## config.mk

```make
export PLATFORM = sky130hd
export DESIGN_NAME = sfifo_wr_master
export DESIGN_NICKNAME = d
export VERILOG_FILES = /design/src/rtl/sfw_pkg.sv /design/src/rtl/sfw_flag_stage.sv /design/src/rtl/sfw_beat_counter.sv /design/src/rtl/sfw_ctrl.sv /design/src/rtl/sfw_bus_reg.sv /design/src/rtl/sfifo_wr_master.sv
export SDC_FILE = /design/constraint.sdc
export NUM_CORES = 1
export LEC_CHECK = 0
export ABC_AREA = 1
export BUFFER_PORTS_ARGS = -buffer_cell sky130_fd_sc_hd__buf_2
export CAP_MARGIN = 10
export CORE_ASPECT_RATIO = 1.75
export CORE_UTILIZATION = 35
export CTS_CLUSTER_SIZE = 25
export DETAILED_ROUTE_END_ITERATION = 8
export PLACE_DENSITY = 0.57
export SLEW_MARGIN = 20
export SYNTH_ARGS = -nofsm -noshare
export SYNTH_HDL_FRONTEND = slang
export SYNTH_SLANG_ARGS = --single-unit
```

## constraint.sdc

```tcl
create_clock -name clk_i -period 2.64 [get_ports clk_i]
set_clock_uncertainty 0.2 [all_clocks]
set_input_delay 0.264 -clock clk_i [delete_from_list [all_inputs] [get_ports clk_i]]
set_output_delay 0.264 -clock clk_i [all_outputs]
set_load 0.01 [all_outputs]
```

## src/rtl/sfw_pkg.sv

```systemverilog
package sfw_pkg;
  typedef enum logic {
    ST_IDLE  = 1'b0,
    ST_BURST = 1'b1
  } sfw_state_e;
endpackage

```

## src/rtl/sfw_flag_stage.sv

```systemverilog
// One register stage per active-low flag; outputs are active high.
module sfw_flag_stage #(
  parameter int unsigned NUM_FLAGS = 2
) (
  input  logic                 clk_i,
  input  logic                 rst_ni,
  input  logic [NUM_FLAGS-1:0] flags_ni,
  output logic [NUM_FLAGS-1:0] flags_o
);
  for (genvar g = 0; g < NUM_FLAGS; g++) begin : g_flag
    logic flag_q;
    // reset to asserted so nothing starts before a real sample arrives
    always_ff @(posedge clk_i or negedge rst_ni) begin
      if (!rst_ni) flag_q <= 1'b1;
      else         flag_q <= ~flags_ni[g];
    end
    assign flags_o[g] = flag_q;
  end
endmodule

```

## src/rtl/sfw_beat_counter.sv

```systemverilog
module sfw_beat_counter #(
  parameter int unsigned BURST_LEN = 512
) (
  input  logic clk_i,
  input  logic rst_ni,
  input  logic clr_i,
  input  logic step_i,
  output logic last_o
);
  localparam int unsigned BEAT_W = (BURST_LEN > 1) ? $clog2(BURST_LEN) : 1;
  localparam logic [BEAT_W-1:0] LAST_BEAT = BEAT_W'(BURST_LEN - 1);

  logic [BEAT_W-1:0] cnt_q;

  always_ff @(posedge clk_i or negedge rst_ni) begin
    if (!rst_ni)                 cnt_q <= '0;
    else if (clr_i)              cnt_q <= '0;
    else if (step_i && last_o)   cnt_q <= '0;
    else if (step_i)             cnt_q <= cnt_q + 1'b1;
  end

  assign last_o = (cnt_q == LAST_BEAT);

  assert_beat_range_R1: assert property (@(posedge clk_i) disable iff (!rst_ni)
    cnt_q <= LAST_BEAT);

  assert_wrap_after_last_R1: assert property (@(posedge clk_i) disable iff (!rst_ni)
    (step_i && last_o && !clr_i) |=> (cnt_q == '0));
endmodule

```

## src/rtl/sfw_ctrl.sv

```systemverilog
module sfw_ctrl
  import sfw_pkg::*;
(
  input  logic clk_i,
  input  logic rst_ni,
  input  logic full_i,
  input  logic part_i,
  input  logic src_valid_i,
  input  logic last_i,
  output logic src_ready_o,
  output logic fire_o,
  output logic clr_cnt_o
);
  sfw_state_e state_q, state_d;
  logic       part_seen_q, part_seen_d;
  logic       done;

  assign src_ready_o = (state_q == ST_BURST);
  assign fire_o      = src_ready_o && src_valid_i;
  assign done        = fire_o && last_i;
  assign clr_cnt_o   = (state_q == ST_IDLE);

  always_comb begin
    state_d     = state_q;
    part_seen_d = part_seen_q;
    unique case (state_q)
      ST_IDLE: begin
        part_seen_d = 1'b0;
        if (!full_i && !part_i) state_d = ST_BURST;
      end
      ST_BURST: begin
        if (part_i) part_seen_d = 1'b1;
        if (done) begin
          part_seen_d = 1'b0;
          // the burst in flight always finishes; decide only at its end
          if (part_seen_q || part_i || full_i) state_d = ST_IDLE;
        end
      end
      default: state_d = ST_IDLE;
    endcase
  end

  always_ff @(posedge clk_i or negedge rst_ni) begin
    if (!rst_ni) begin
      state_q     <= ST_IDLE;
      part_seen_q <= 1'b0;
    end else begin
      state_q     <= state_d;
      part_seen_q <= part_seen_d;
    end
  end

  assert_no_start_when_full_R3: assert property (@(posedge clk_i) disable iff (!rst_ni)
    (state_q == ST_IDLE && full_i) |=> (state_q == ST_IDLE));

  assert_no_start_when_part_R5: assert property (@(posedge clk_i) disable iff (!rst_ni)
    (state_q == ST_IDLE && part_i) |=> (state_q == ST_IDLE));

  assert_stop_after_part_R5: assert property (@(posedge clk_i) disable iff (!rst_ni)
    (done && (part_seen_q || part_i)) |=> (state_q == ST_IDLE));

  assert_back_to_back_R4: assert property (@(posedge clk_i) disable iff (!rst_ni)
    (done && !part_seen_q && !part_i && !full_i) |=> src_ready_o);

  assert_burst_holds_R3: assert property (@(posedge clk_i) disable iff (!rst_ni)
    (src_ready_o && !done) |=> src_ready_o);
endmodule

```

## src/rtl/sfw_bus_reg.sv

```systemverilog
module sfw_bus_reg #(
  parameter int unsigned DATA_W = 16,
  parameter int unsigned CNT_W  = 16
) (
  input  logic              clk_i,
  input  logic              rst_ni,
  input  logic              fire_i,
  input  logic              last_i,
  input  logic [DATA_W-1:0] data_i,
  input  logic              full_raw_ni,
  output logic [DATA_W-1:0] bus_data_o,
  output logic              bus_cs_no,
  output logic              bus_wr_no,
  output logic              bus_pktend_no,
  output logic [CNT_W-1:0]  burst_count_o,
  output logic              overrun_o
);
  always_ff @(posedge clk_i or negedge rst_ni) begin
    if (!rst_ni) begin
      bus_data_o    <= '0;
      bus_cs_no     <= 1'b1;
      bus_wr_no     <= 1'b1;
      bus_pktend_no <= 1'b1;
    end else begin
      bus_cs_no     <= ~fire_i;
      bus_wr_no     <= ~fire_i;
      bus_pktend_no <= ~(fire_i && last_i);
      if (fire_i) bus_data_o <= data_i;
    end
  end

  always_ff @(posedge clk_i or negedge rst_ni) begin
    if (!rst_ni)               burst_count_o <= '0;
    else if (fire_i && last_i) burst_count_o <= burst_count_o + 1'b1;
  end

  // write seen on the bus while the bridge reports full
  always_ff @(posedge clk_i or negedge rst_ni) begin
    if (!rst_ni)                          overrun_o <= 1'b0;
    else if (!bus_wr_no && !full_raw_ni)  overrun_o <= 1'b1;
  end

  assert_overrun_sticky_R8: assert property (@(posedge clk_i) disable iff (!rst_ni)
    overrun_o |=> overrun_o);

  assert_pktend_needs_wr_R2: assert property (@(posedge clk_i) disable iff (!rst_ni)
    !bus_pktend_no |-> !bus_wr_no);

  assert_cs_tracks_wr_R6: assert property (@(posedge clk_i) disable iff (!rst_ni)
    bus_cs_no == bus_wr_no);
endmodule

```

## src/rtl/sfifo_wr_master.sv

```systemverilog
module sfifo_wr_master #(
  parameter int unsigned DATA_W    = 16,
  parameter int unsigned BURST_LEN = 512,
  parameter int unsigned CNT_W     = 16
) (
  input  logic              clk_i,
  input  logic              rst_ni,
  input  logic [DATA_W-1:0] src_data_i,
  input  logic              src_valid_i,
  output logic              src_ready_o,
  output logic [DATA_W-1:0] bus_data_o,
  output logic              bus_cs_no,
  output logic              bus_wr_no,
  output logic              bus_pktend_no,
  input  logic              full_flag_ni,
  input  logic              part_flag_ni,
  output logic [CNT_W-1:0]  burst_count_o,
  output logic              overrun_o
);
  localparam int unsigned FLAG_FULL = 0;
  localparam int unsigned FLAG_PART = 1;

  logic [1:0] flags;
  logic       fire, last, clr_cnt;

  sfw_flag_stage #(.NUM_FLAGS(2)) u_flags (
    .clk_i    (clk_i),
    .rst_ni   (rst_ni),
    .flags_ni ({part_flag_ni, full_flag_ni}),
    .flags_o  (flags)
  );

  sfw_beat_counter #(.BURST_LEN(BURST_LEN)) u_cnt (
    .clk_i  (clk_i),
    .rst_ni (rst_ni),
    .clr_i  (clr_cnt),
    .step_i (fire),
    .last_o (last)
  );

  sfw_ctrl u_ctrl (
    .clk_i       (clk_i),
    .rst_ni      (rst_ni),
    .full_i      (flags[FLAG_FULL]),
    .part_i      (flags[FLAG_PART]),
    .src_valid_i (src_valid_i),
    .last_i      (last),
    .src_ready_o (src_ready_o),
    .fire_o      (fire),
    .clr_cnt_o   (clr_cnt)
  );

  sfw_bus_reg #(.DATA_W(DATA_W), .CNT_W(CNT_W)) u_bus (
    .clk_i         (clk_i),
    .rst_ni        (rst_ni),
    .fire_i        (fire),
    .last_i        (last),
    .data_i        (src_data_i),
    .full_raw_ni   (full_flag_ni),
    .bus_data_o    (bus_data_o),
    .bus_cs_no     (bus_cs_no),
    .bus_wr_no     (bus_wr_no),
    .bus_pktend_no (bus_pktend_no),
    .burst_count_o (burst_count_o),
    .overrun_o     (overrun_o)
  );

  assert_accept_to_bus_R1: assert property (@(posedge clk_i) disable iff (!rst_ni)
    (src_valid_i && src_ready_o) |=> (!bus_wr_no && bus_data_o == $past(src_data_i)));

  assert_stall_no_wr_R6: assert property (@(posedge clk_i) disable iff (!rst_ni)
    !(src_valid_i && src_ready_o) |=> bus_wr_no);

  assert_last_has_pktend_R2: assert property (@(posedge clk_i) disable iff (!rst_ni)
    (fire && last) |=> !bus_pktend_no);

  assert_count_step_R7: assert property (@(posedge clk_i) disable iff (!rst_ni)
    (fire && last) |=> (burst_count_o == $past(burst_count_o) + 1'b1));

  assert_count_hold_R7: assert property (@(posedge clk_i) disable iff (!rst_ni)
    !(fire && last) |=> $stable(burst_count_o));
endmodule

```

==> flow_summary.yaml <==
status:
  outcome: "finished, final reports clean"
synth:
  synth.top_cell.area_share_pct: 52.7
  ys_seq_elements: 48
  ys_warn_count: 0
  yosys-top-cells-area: "dfrtp_1 53%, nand2_1 16%, dfstp_2 5.0%, inv_1 4.5%, nor2_1 3.4%"
  synth.cell_area_um2: 2090
  synth_top_area_cell: "dfrtp_1"
  syn_area_per_cell_um2: 8.86
  yosysSeqAreaShare_pct: 57.7
  synthesis.nets: 260
  synthDistinctLibCells: 25
  synth_cells: 236
clocking:
  cts_made_buffers: 5
  root_buffer: "clkbuf_8"
  clockBufferDepth: 2
  h-tree-depth: 2
  clk_latency_ps: 300
  clk_pin_slew_ps: 90
  cts.sink_count: 48
  postCtsSetupBuffers: 0
  cts_tree: "built"
floorplan:
  die_area_um2: 6300
  die_w_um: 60.4
  pin_count: 58
  die_h_um: 104
  rows: 36
  initial_utilization_pct: 36.8
  core_area_um2: 5680
setup_path:
  cp_slowest_stage_delay_ps: 390
  rr_endpoint: "u_bus.burst_count_o[10]$_DFFE_PN0P_"
  critical_path_class: "flop to flop"
  start_kind: "flop"
  crit_fanout: 8
  reg2regPathDepth: 11
  cp.buffers_inverters: 0
  r2r-start: "u_cnt.cnt_q[0]$_DFFE_PN0P_"
  cp_cell_sequence: "ha_1 > nand3_1 > nor2_1 > nand2_1 > nor3_1 > ha_1 > nand3_4 > nor2_4 > nand2_1 > o21ai_0 > nand2_1"
  cp_common_cell: "nand2_1"
  crit_family: "simple AND/OR/NAND/NOR gates"
  cp_slowest_cell: "dfrtp_1"
  r2r_setup_slack_ps: 350
  end_kind: "flop"
  crit_required_ps: 2620
  arrival_ps: 2270
  cp.depth: 11
place:
  place_congestion: 0.812
  dp_hpwl_mm: 3.28
  io_buffers: 57
worst_hold_path:
  min_from: "src_valid_i"
  min_path_type: "input pin to flop"
  hold_end: "u_bus.bus_pktend_no$_DFF_PN1_"
  hold_depth: 2
sta:
  timing.fmax_ghz: 0.437
  setup-violations-final: 0
  finalMaxSlewViolations: 0
  finalCritPeriodShare_pct: 86.7
  timing.final.crit_period_ps: 2290
  tightest_slew_ps: 553
  relSlewSlack_pct: 63.1
  tns_ps: 0
  grt_setup_unrepaired: "no"
  whs_ps: 55.1
  finalHoldViolations: 0
layout:
  diodes: 0
  drive_above_1_share_pct: 23.9
  layout.nets: 341
  area_growth_pct: 32.0
route:
  drc: 0
  firstDrtPassIters: 4
  num_vias: 1744
  drt-initial-drc-count: 43
  drtAntennaViolNets: 0
  via_per_inst: 4.43
  wirelength_mm: 4.57
  wl_per_cell_um: 11.6
pwr:
  power_density_nw_per_um2: 546
  leakagePower_nw: 1.48
  ir_drop_v: 0.000311
global_routing:
  grtUsageMet1_pct: 19.2
  grt_util_met2_pct: 29.4
  grt_busiest_layer: "met2"
  antenna_found_initial: 0
  grt.overflow.total: 0
  grtUsageMet3_pct: 2.86
  grt_usage_pct: 16.8
  grt_max_degree: 26
  grt_pass1_vias: 1798
  grt_pass1_wl_mm: 8.05
flow_run:
  max_cap_viol_count: 0
-- kinds of logic after synthesis --
family	after synthesis	share of synthesized area [%]
adder cells (fa/ha/maj)	3	1.80
AO/OA/AOI/OAI	14	3.89
AND/OR/NAND/NOR	131	26.7
XOR/XNOR	10	4.19
flip-flops	48	57.7
buffers and inverters	30	5.74
-- where the power goes --
group,total (mW),switching [mW],leakage [nW],internal (mW)
Sequential,0.844,0.0459,0.579,0.799
Clock,0.451,0.238,0.0445,0.213
Combinational,0.212,0.116,0.854,0.0960
-- cells in the mapped netlist, drive strengths merged --
library cell,instances
xor2,4
buf,4
a31oi,1
dfrtp,44
nand4,3
nand2,89
nand3b,1
dfstp,4
nor2,22
xnor2,6
nand3,9
nor3,7
o21bai,1
inv,26
a21oi,5
a22o,2
o21ai,5
ha,3
-- flip-flops by register name, indices dropped and copies added (netlist names) --
name,cells
u_ctrl.part_seen_q,1
u_bus.burst_count_o,16
u_bus.overrun_o,1
u_flags.g_flag.flag_q,2
u_bus.bus_pktend_no,1
u_ctrl.src_ready_o,1
u_bus.bus_data_o,16
u_bus.bus_cs_no,1
u_cnt.cnt_q,9
-- how the worst max path moves through the flow --
stage / start / slack, ps / to
after floorplan: u_cnt.cnt_q[0]$_DFFE_PN0P_ / 580 / u_bus.burst_count_o[14]$_DFFE_PN0P_
after CTS: u_cnt.cnt_q[0]$_DFFE_PN0P_ / 320 / u_bus.burst_count_o[9]$_DFFE_PN0P_
after detailed placement: u_cnt.cnt_q[0]$_DFFE_PN0P_ / 350 / u_bus.burst_count_o[9]$_DFFE_PN0P_
final: u_cnt.cnt_q[0]$_DFFE_PN0P_ / 350 / u_bus.burst_count_o[10]$_DFFE_PN0P_
after global placement: u_cnt.cnt_q[0]$_DFFE_PN0P_ / 420 / u_bus.burst_count_o[9]$_DFFE_PN0P_
after global routing: u_cnt.cnt_q[0]$_DFFE_PN0P_ / 30 / u_bus.burst_count_o[9]$_DFFE_PN0P_
-- layout make-up --
type,instances,area [um^2]
Tap cell,76,95.1
Fill cell,590,2920
Sequential cell,48,1210
Clock buffer,7,86.3
Timing Repair Buffer,78,503
Clock inverter,1,7.51
Multi-Input combinational cell,158,764
Inverter,26,97.6
-- layout by cell type (no fill, tap or decap) --
cell type	n
nor2_4	2
nand2_1	89
o21ai_1	1
dlygate4sd3_1	19
nand3_1	8
nor2_1	19
nor2_2	1
inv_1	25
o21ai_0	4
inv_2	1
buf_12	1
xor2_1	4
nand3_4	1
clkbuf_1	1
nand3b_1	1
buf_2	57
a22o_1	2
xnor2_1	6
dfstp_2	4
ha_1	3
o21bai_1	1
dfrtp_1	44
buf_4	1
nand4_1	3
clkinvlp_4	1
a21oi_1	5
clkbuf_8	6
nor3_1	6
nor3_2	1
a31oi_1	1
-- worst reg2reg max path, cell delays in order, from the launching register on --
cell and delay (ps):
dfrtp_1 390, ha_1 190, nand3_1 100, nor2_1 140, nand2_1 90, nor3_1 140
ha_1 230, nand3_4 150, nor2_4 160, nand2_1 140, o21ai_0 180, nand2_1 60
-- repair_timing --
action,4_1_cts,5_1_grt
gates resized for setup,0,0
hold endpoints to repair,39,0
hold buffers,19,0
-- metal layers --
layer  up-vias  routed length, um  part of all wire [%]
met5         -                  0                     0
met4         0                 75                   1.6
met3         7                163                   3.6
met2        45               2480                    54
met1       805               1860                    41
li1        887                  -                     -
-- stage by stage --
step           util [%]  std cells  setup slack, ps  power, mW  cell area, um^2
4_1_cts            48.6        394              316       1.53             2760
5_1_grt            48.6        394             28.9       1.61             2760
2_1_floorplan         -        236              576      0.965             2090
3_3_place_gp       43.6        367              417       1.05             2480
3_5_place_dp       43.6        367              345       1.05             2480
6_report           48.6        394              350       1.51             2760
Power figures use the tool's default switching activity.
